File: config.mk
export PLATFORM = sky130hd
export DESIGN_NAME = adc_trig_seq
export DESIGN_NICKNAME = d
export VERILOG_FILES = /design/src/rtl/adc_trig_seq.sv
export SDC_FILE = /design/constraint.sdc
export NUM_CORES = 1
export LEC_CHECK = 0
export CAP_MARGIN = 0
export CORE_UTILIZATION = 50
export CTS_BUF_LIST = sky130_fd_sc_hd__clkbuf_2 sky130_fd_sc_hd__clkbuf_4 sky130_fd_sc_hd__clkbuf_8
export DETAILED_ROUTE_END_ITERATION = 7
export GPL_TIMING_DRIVEN = 0
export PLACE_DENSITY = 0.88
export SYNTH_ARGS = -nofsm -noshare
export SYNTH_HDL_FRONTEND = slang
export SYNTH_SLANG_ARGS = --single-unit
File: constraint.sdc
create_clock -name clk -period 3.1 [get_ports clk]
set_input_delay 0.465 -clock clk [delete_from_list [all_inputs] [get_ports clk]]
set_output_delay 0.465 -clock clk [all_outputs]
set_load 0.005 [all_outputs]
File: src/rtl/adc_trig_seq.sv
module adc_trig_seq #(
  parameter int CONV_CLKS  = 16,
  parameter int TRACK_CLKS = 3
) (
  input  logic       clk,
  input  logic       rst_n,
  input  logic       en,
  input  logic       lp_mode,
  input  logic [2:0] start_sel,
  input  logic       busy_we,
  input  logic       busy_wdata,
  input  logic       peer_start,
  input  logic       tmr3_ovf,
  input  logic       tmr2_ovf,
  input  logic       ext_start,
  input  logic       sar_ce,
  input  logic       done_clr,
  output logic       track,
  output logic       convert,
  output logic       busy,
  output logic       done
);
  localparam int MAXC = (CONV_CLKS > TRACK_CLKS) ? CONV_CLKS : TRACK_CLKS;
  localparam int CW   = $clog2(MAXC) + 1;

  typedef enum logic [1:0] {S_IDLE, S_TRACK, S_CONV} st_t;

  st_t           st;
  logic [CW-1:0] cnt;
  logic          cv;
  logic          pin_s1, pin_s2, pin_q;
  logic          pin_rise, pin_mode, trig, fin;

  always_ff @(posedge clk) begin
    if (!rst_n) {pin_s1, pin_s2, pin_q} <= '0;
    else        {pin_s1, pin_s2, pin_q} <= {ext_start, pin_s1, pin_s2};
  end

  assign pin_rise = pin_s2 & ~pin_q;
  assign pin_mode = lp_mode && start_sel == 3'b010;

  always_comb begin
    if (start_sel[2]) trig = peer_start;
    else begin
      unique case (start_sel[1:0])
        2'd0:    trig = busy_we & busy_wdata;
        2'd1:    trig = tmr3_ovf;
        2'd2:    trig = pin_rise;
        default: trig = tmr2_ovf;
      endcase
    end
  end

  assign fin = en && st == S_CONV && sar_ce && cnt == CW'(CONV_CLKS - 1);

  always_ff @(posedge clk) begin
    if (!rst_n) begin
      st <= S_IDLE;
      cnt <= '0;
      cv <= 1'b0;
    end else begin
      cv <= 1'b0;
      if (!en) begin
        st <= S_IDLE;
        cnt <= '0;
      end else begin
        unique case (st)
          S_IDLE:
            if (trig) begin
              cnt <= '0;
              if (lp_mode && !pin_mode) st <= S_TRACK;
              else begin
                st <= S_CONV;
                cv <= 1'b1;
              end
            end
          S_TRACK:
            if (sar_ce) begin
              if (cnt == CW'(TRACK_CLKS - 1)) begin
                st <= S_CONV;
                cnt <= '0;
                cv <= 1'b1;
              end else cnt <= cnt + 1'b1;
            end
          default:
            if (sar_ce) begin
              if (fin) begin
                st <= S_IDLE;
                cnt <= '0;
              end else cnt <= cnt + 1'b1;
            end
        endcase
      end
    end
  end

  always_ff @(posedge clk) begin
    if (!rst_n) done <= 1'b0;
    else        done <= fin | (done & ~done_clr);
  end

  assign busy    = st == S_CONV;
  assign convert = cv;
  assign track   = en & (lp_mode ? (pin_mode ? (st == S_IDLE & ~pin_s2) : st == S_TRACK)
                                 : st != S_CONV);


  disabled_idle_chk: assert property (@(posedge clk) disable iff (!rst_n)
    !en |=> !busy && !convert);

  disabled_notrack_chk: assert property (@(posedge clk) disable iff (!rst_n)
    !en |-> !track);

  done_on_fall_chk: assert property (@(posedge clk) disable iff (!rst_n)
    $fell(busy) && $past(en) |-> done);

  done_sticky_chk: assert property (@(posedge clk) disable iff (!rst_n)
    done && !done_clr |=> done);

  convert_pulse_chk: assert property (@(posedge clk) disable iff (!rst_n)
    convert |-> busy ##1 !convert);

  convert_on_rise_chk: assert property (@(posedge clk) disable iff (!rst_n)
    $rose(busy) |-> convert);

  normal_track_chk: assert property (@(posedge clk) disable iff (!rst_n)
    en && !lp_mode && !busy |-> track);
endmodule

==> tab_implementation.tex <==
\begin{tabular}{lr}
\hline
Metric & Value \\
\hline
\multicolumn{2}{l}{\textbf{Run status}} \\
\quad Run status & finished, final reports clean \\
\multicolumn{2}{l}{\textbf{Worst hold path}} \\
\quad HP Class & reg2reg \\
\multicolumn{2}{l}{\textbf{GRT}} \\
\quad Aggregate global-route resource usage & 21.7\% \\
\quad Antenna violations before repair & 0 \\
\quad Remaining global-route overflow & 0 \\
\quad Global-route wire length before repair & 2290 um \\
\quad Vias in the first global route & 599 \\
\quad Maximum number of pins on one net before global-route repair & 9 \\
\multicolumn{2}{l}{\textbf{Detailed routing}} \\
\quad Vias after detailed routing & 654 \\
\quad Final ANT Viol Nets & 0 \\
\quad Iteration-0 DRC Markers & 14 \\
\quad Pre-Repair DR Iteration Count & 4 \\
\quad Post-detailed-route wirelength per cell & 13.2 um \\
\quad Detail-routed via count per cell & 5.64 \\
\quad Number of remaining DRC errors & 0 \\
\quad Wirelength, routed & 1530 um \\
\multicolumn{2}{l}{\textbf{Floorplan}} \\
\quad Area of the core & 0.00132 mm2 \\
\quad Top-level I/O count & 19 \\
\quad Die outline area & 0.00158 mm2 \\
\quad Die width & 39.8 um \\
\quad Initial standard-cell utilization of the core & 54.1\% \\
\quad Vert. Die Dim & 39.8 um \\
\quad Core Rows & 13 \\
\multicolumn{2}{l}{\textbf{Clock network}} \\
\quad Clock slew at the register clock pins of the worst setup and hold paths & 0.08 ns \\
\quad Sink count of the clock tree & 12 \\
\quad CTS-repair resized insts & 0 \\
\quad Postcts setup bufs & 0 \\
\quad Skew-Pair Late Insertion Delay & 0.27 ns \\
\quad TritonCTS Buffers & 3 \\
\quad Maximum number of buffers from clock root to sink & 2 \\
\quad Hold-fix buffer count after cts & 0 \\
\quad TritonCTS clock tree & done \\
\quad CTS root buf & sky130\_fd\_sc\_hd\_\_clkbuf\_4 \\
\quad Total number of H-tree levels & 1 \\
\multicolumn{2}{l}{\textbf{Worst setup path}} \\
\quad Required time of the worst setup path & 2.63 ns \\
\quad Kind of end point of the critical path & primary output \\
\quad Largest fanout of any net on the critical path & 4 \\
\quad Sort of element at the start of the critical path & input pin \\
\quad Worst Path Class, Setup & in2out \\
\quad Data arrival time of the critical path & 2.40 ns \\
\multicolumn{2}{l}{\textbf{Timing}} \\
\quad Worst slew margin relative to its limit & 77.3\% \\
\quad Maximum clock skew at final layout & 0.00311 ns \\
\quad Final setup violating endpoints & 0 \\
\quad Min Clock Period, post-route & 2.87 ns \\
\quad Peak clock frequency supported by timing & 0.349 GHz \\
\quad Unrepaired setup endpoints after global routing & no \\
\quad Final-report hold violation count & 0 \\
\quad Number of slew-limit violations in the final report & 0 \\
\quad Portion of the clock cycle consumed by the worst path in the final layout & 92.5\% \\
\quad Post-Route Setup TNS & 0 ns \\
\quad Slew of the pin with the lowest slew margin & 0.338 ns \\
\multicolumn{2}{l}{\textbf{Synth}} \\
\quad Number of flip-flops and latches in the synthesized netlist & 12 \\
\quad Sequential-to-total area share from yosys stat & 33.7\% \\
\quad Gate count after technology mapping & 79 \\
\quad Cell area after synthesis & 713 um2 \\
\quad Mean instance size in the synthesized netlist & 9.03 um2 \\
\quad Synth cell types & 33 \\
\quad Ys Warns & 0 \\
\quad Total nets after synthesis & 97 \\
\multicolumn{2}{l}{\textbf{Finish}} \\
\quad Count of placed standard cells in the final layout, fillers left out & 116 \\
\quad Share of final-layout standard cells stronger than drive strength 1 & 7.92\% \\
\quad Area growth, synth to finish & 33.0\% \\
\quad Number of nets in the layout & 120 \\
\quad Final cell area excluding filler cells & 948 um2 \\
\quad Filler cell count in the final layout & 120 \\
\quad Antenna diode count & 0 \\
\multicolumn{2}{l}{\textbf{Placement}} \\
\quad Number of placed instances with taps included & 112 \\
\quad Routability cong. & 0.772 \\
\quad Post-placement cell area & 912 um2 \\
\quad Half-perimeter wire length after placement & 1190 um \\
\quad Count of buffers inserted at the top-level ports & 18 \\
\multicolumn{2}{l}{\textbf{Job}} \\
\quad Max-capacitance violation count & 0 \\
\multicolumn{2}{l}{\textbf{Pwr}} \\
\quad Power Dens Cells & 366 mW/mm2 \\
\quad Static leakage power & 0.362 nW \\
\quad Worst ir drop on vdd & 0.000242 V \\
\hline
\end{tabular}
==> state kept, by name, indices dropped and copies added, names as in the netlist <==
name,flops
cnt,5
convert,1
done,1
pin_q,1
pin_s1,1
pin_s2,1
st,2
==> placed cells by master, fill, tap and decap left out, types with 2 or more instances in the layout <==
master | netlist | final
sky130_fd_sc_hd__mux2i_1 | 3 | 3
sky130_fd_sc_hd__nand2_1 | 7 | 7
sky130_fd_sc_hd__a21oi_1 | 3 | 3
sky130_fd_sc_hd__or3_1 | 2 | 2
sky130_fd_sc_hd__dfxtp_1 | 12 | 12
sky130_fd_sc_hd__ha_1 | 3 | 3
sky130_fd_sc_hd__nor2_1 | 8 | 8
sky130_fd_sc_hd__a31oi_1 | 3 | 3
sky130_fd_sc_hd__nor2b_1 | 2 | 2
sky130_fd_sc_hd__o21ai_0 | 2 | 2
sky130_fd_sc_hd__and2_1 | 4 | 4
sky130_fd_sc_hd__clkbuf_4 | 0 | 3
sky130_fd_sc_hd__o31a_1 | 2 | 2
sky130_fd_sc_hd__inv_1 | 6 | 6
sky130_fd_sc_hd__o21a_1 | 2 | 2
sky130_fd_sc_hd__clkdlybuf4s50_1 | 0 | 18
sky130_fd_sc_hd__and3_1 | 2 | 2
==> worst paths after layout <==
check	start	end	slack, ns	cells past startpoint
max reg2reg	cnt[0]$_SDFFE_PN0P_	cnt[3]$_SDFFE_PN0P_	1.14	7
max	start_sel[1]	track	0.23	6
min reg2reg	pin_s1$_SDFF_PN0_	pin_s2$_SDFF_PN0_	0.44	1
min	pin_s1$_SDFF_PN0_	pin_s2$_SDFF_PN0_	0.44	1
==> kinds of logic after synthesis <==
group | Yosys count | synth area share (%)
AND/OR/NAND/NOR | 35 | 29.6
adder cells (fa/ha/maj) | 3 | 5.26
buffers and inverters | 6 | 3.16
multiplexers | 3 | 4.21
AO/OA/AOI/OAI | 20 | 24.0
flip-flops | 12 | 33.7
==> Yosys cell counts (all sizes together) <==
cell type	count	share of area, %
and2	4	3.5
o221a	1	1.6
o21ai	2	1.4
nand3	1	0.70
inv	6	3.2
nor3	1	0.70
a31o	1	1.2
o21a	2	2.1
a31oi	3	2.6
and3	2	1.8
and2b	1	1.1
nand4b	1	1.2
nor4b	1	3.3
nand3b	1	1.1
o31a	2	2.5
dfxtp	12	34
a2111o	1	1.6
a2bb2oi	1	1.2
a21boi	1	1.6
o211ai	1	1.1
mux2i	3	4.2
and3b	1	1.2
a21oi	3	2.1
or3b	1	1.2
ha	3	5.3
nor2	8	4.2
a211o	1	1.2
or3	2	1.8
and4	1	1.2
a2111oi	1	3.9
nor2b	3	3.0
nand2	7	3.7
==> stage by stage <==
stage / setup slack [ns] / hold slack (ns) / util [%] / total power [mW]
2_1_floorplan: 1.31 / 0.412 / - / 0.195
3_3_place_gp: 0.256 / 0.416 / 69.2 / 0.225
3_5_place_dp: 0.233 / 0.422 / 69.2 / 0.226
4_1_cts: 0.213 / 0.441 / 72.0 / 0.349
5_1_grt: 0.182 / 0.485 / 72.0 / 0.362
6_report: 0.232 / 0.442 / 72.0 / 0.347
==> layout make-up <==
type	count	area, um2	area share [%]
Clock buffer	4	36.3	3.83
Tap cell	15	18.8	1.98
Timing Repair Buffer	18	180	19.0
Inverter	6	22.5	2.37
Multi-Input combinational cell	61	450	47.5
Sequential cell	12	240	25.3
==> critical path, stage by stage <==
cell and delay [ns]:
sky130_fd_sc_hd__clkdlybuf4s50_1 0.55, sky130_fd_sc_hd__or3b_1 0.42, sky130_fd_sc_hd__o31a_1 0.25, sky130_fd_sc_hd__nor2_1 0.08, sky130_fd_sc_hd__o21a_1 0.13, sky130_fd_sc_hd__clkdlybuf4s50_1 0.50
==> where the power goes <==
| part | total, mW | internal (mW) | leakage, nW | switching, mW |
|---|---|---|---|---|
| clock | 0.124 | 0.0715 | 0.0210 | 0.0528 |
| combinational | 0.0612 | 0.0354 | 0.243 | 0.0258 |
| sequential | 0.161 | 0.158 | 0.0974 | 0.00364 |
| total | 0.347 | 0.264 | 0.362 | 0.0823 |
==> routing by layer <==
metal	global-route usage (%)	share of wire, %	vias to the layer above
met4	13.8	1.6	0
met5	0	0	-
met1	23.7	44	300
met2	37.3	50	19
met3	4.55	5.0	6
li1	-	-	329
Power figures use the tool's default switching activity.
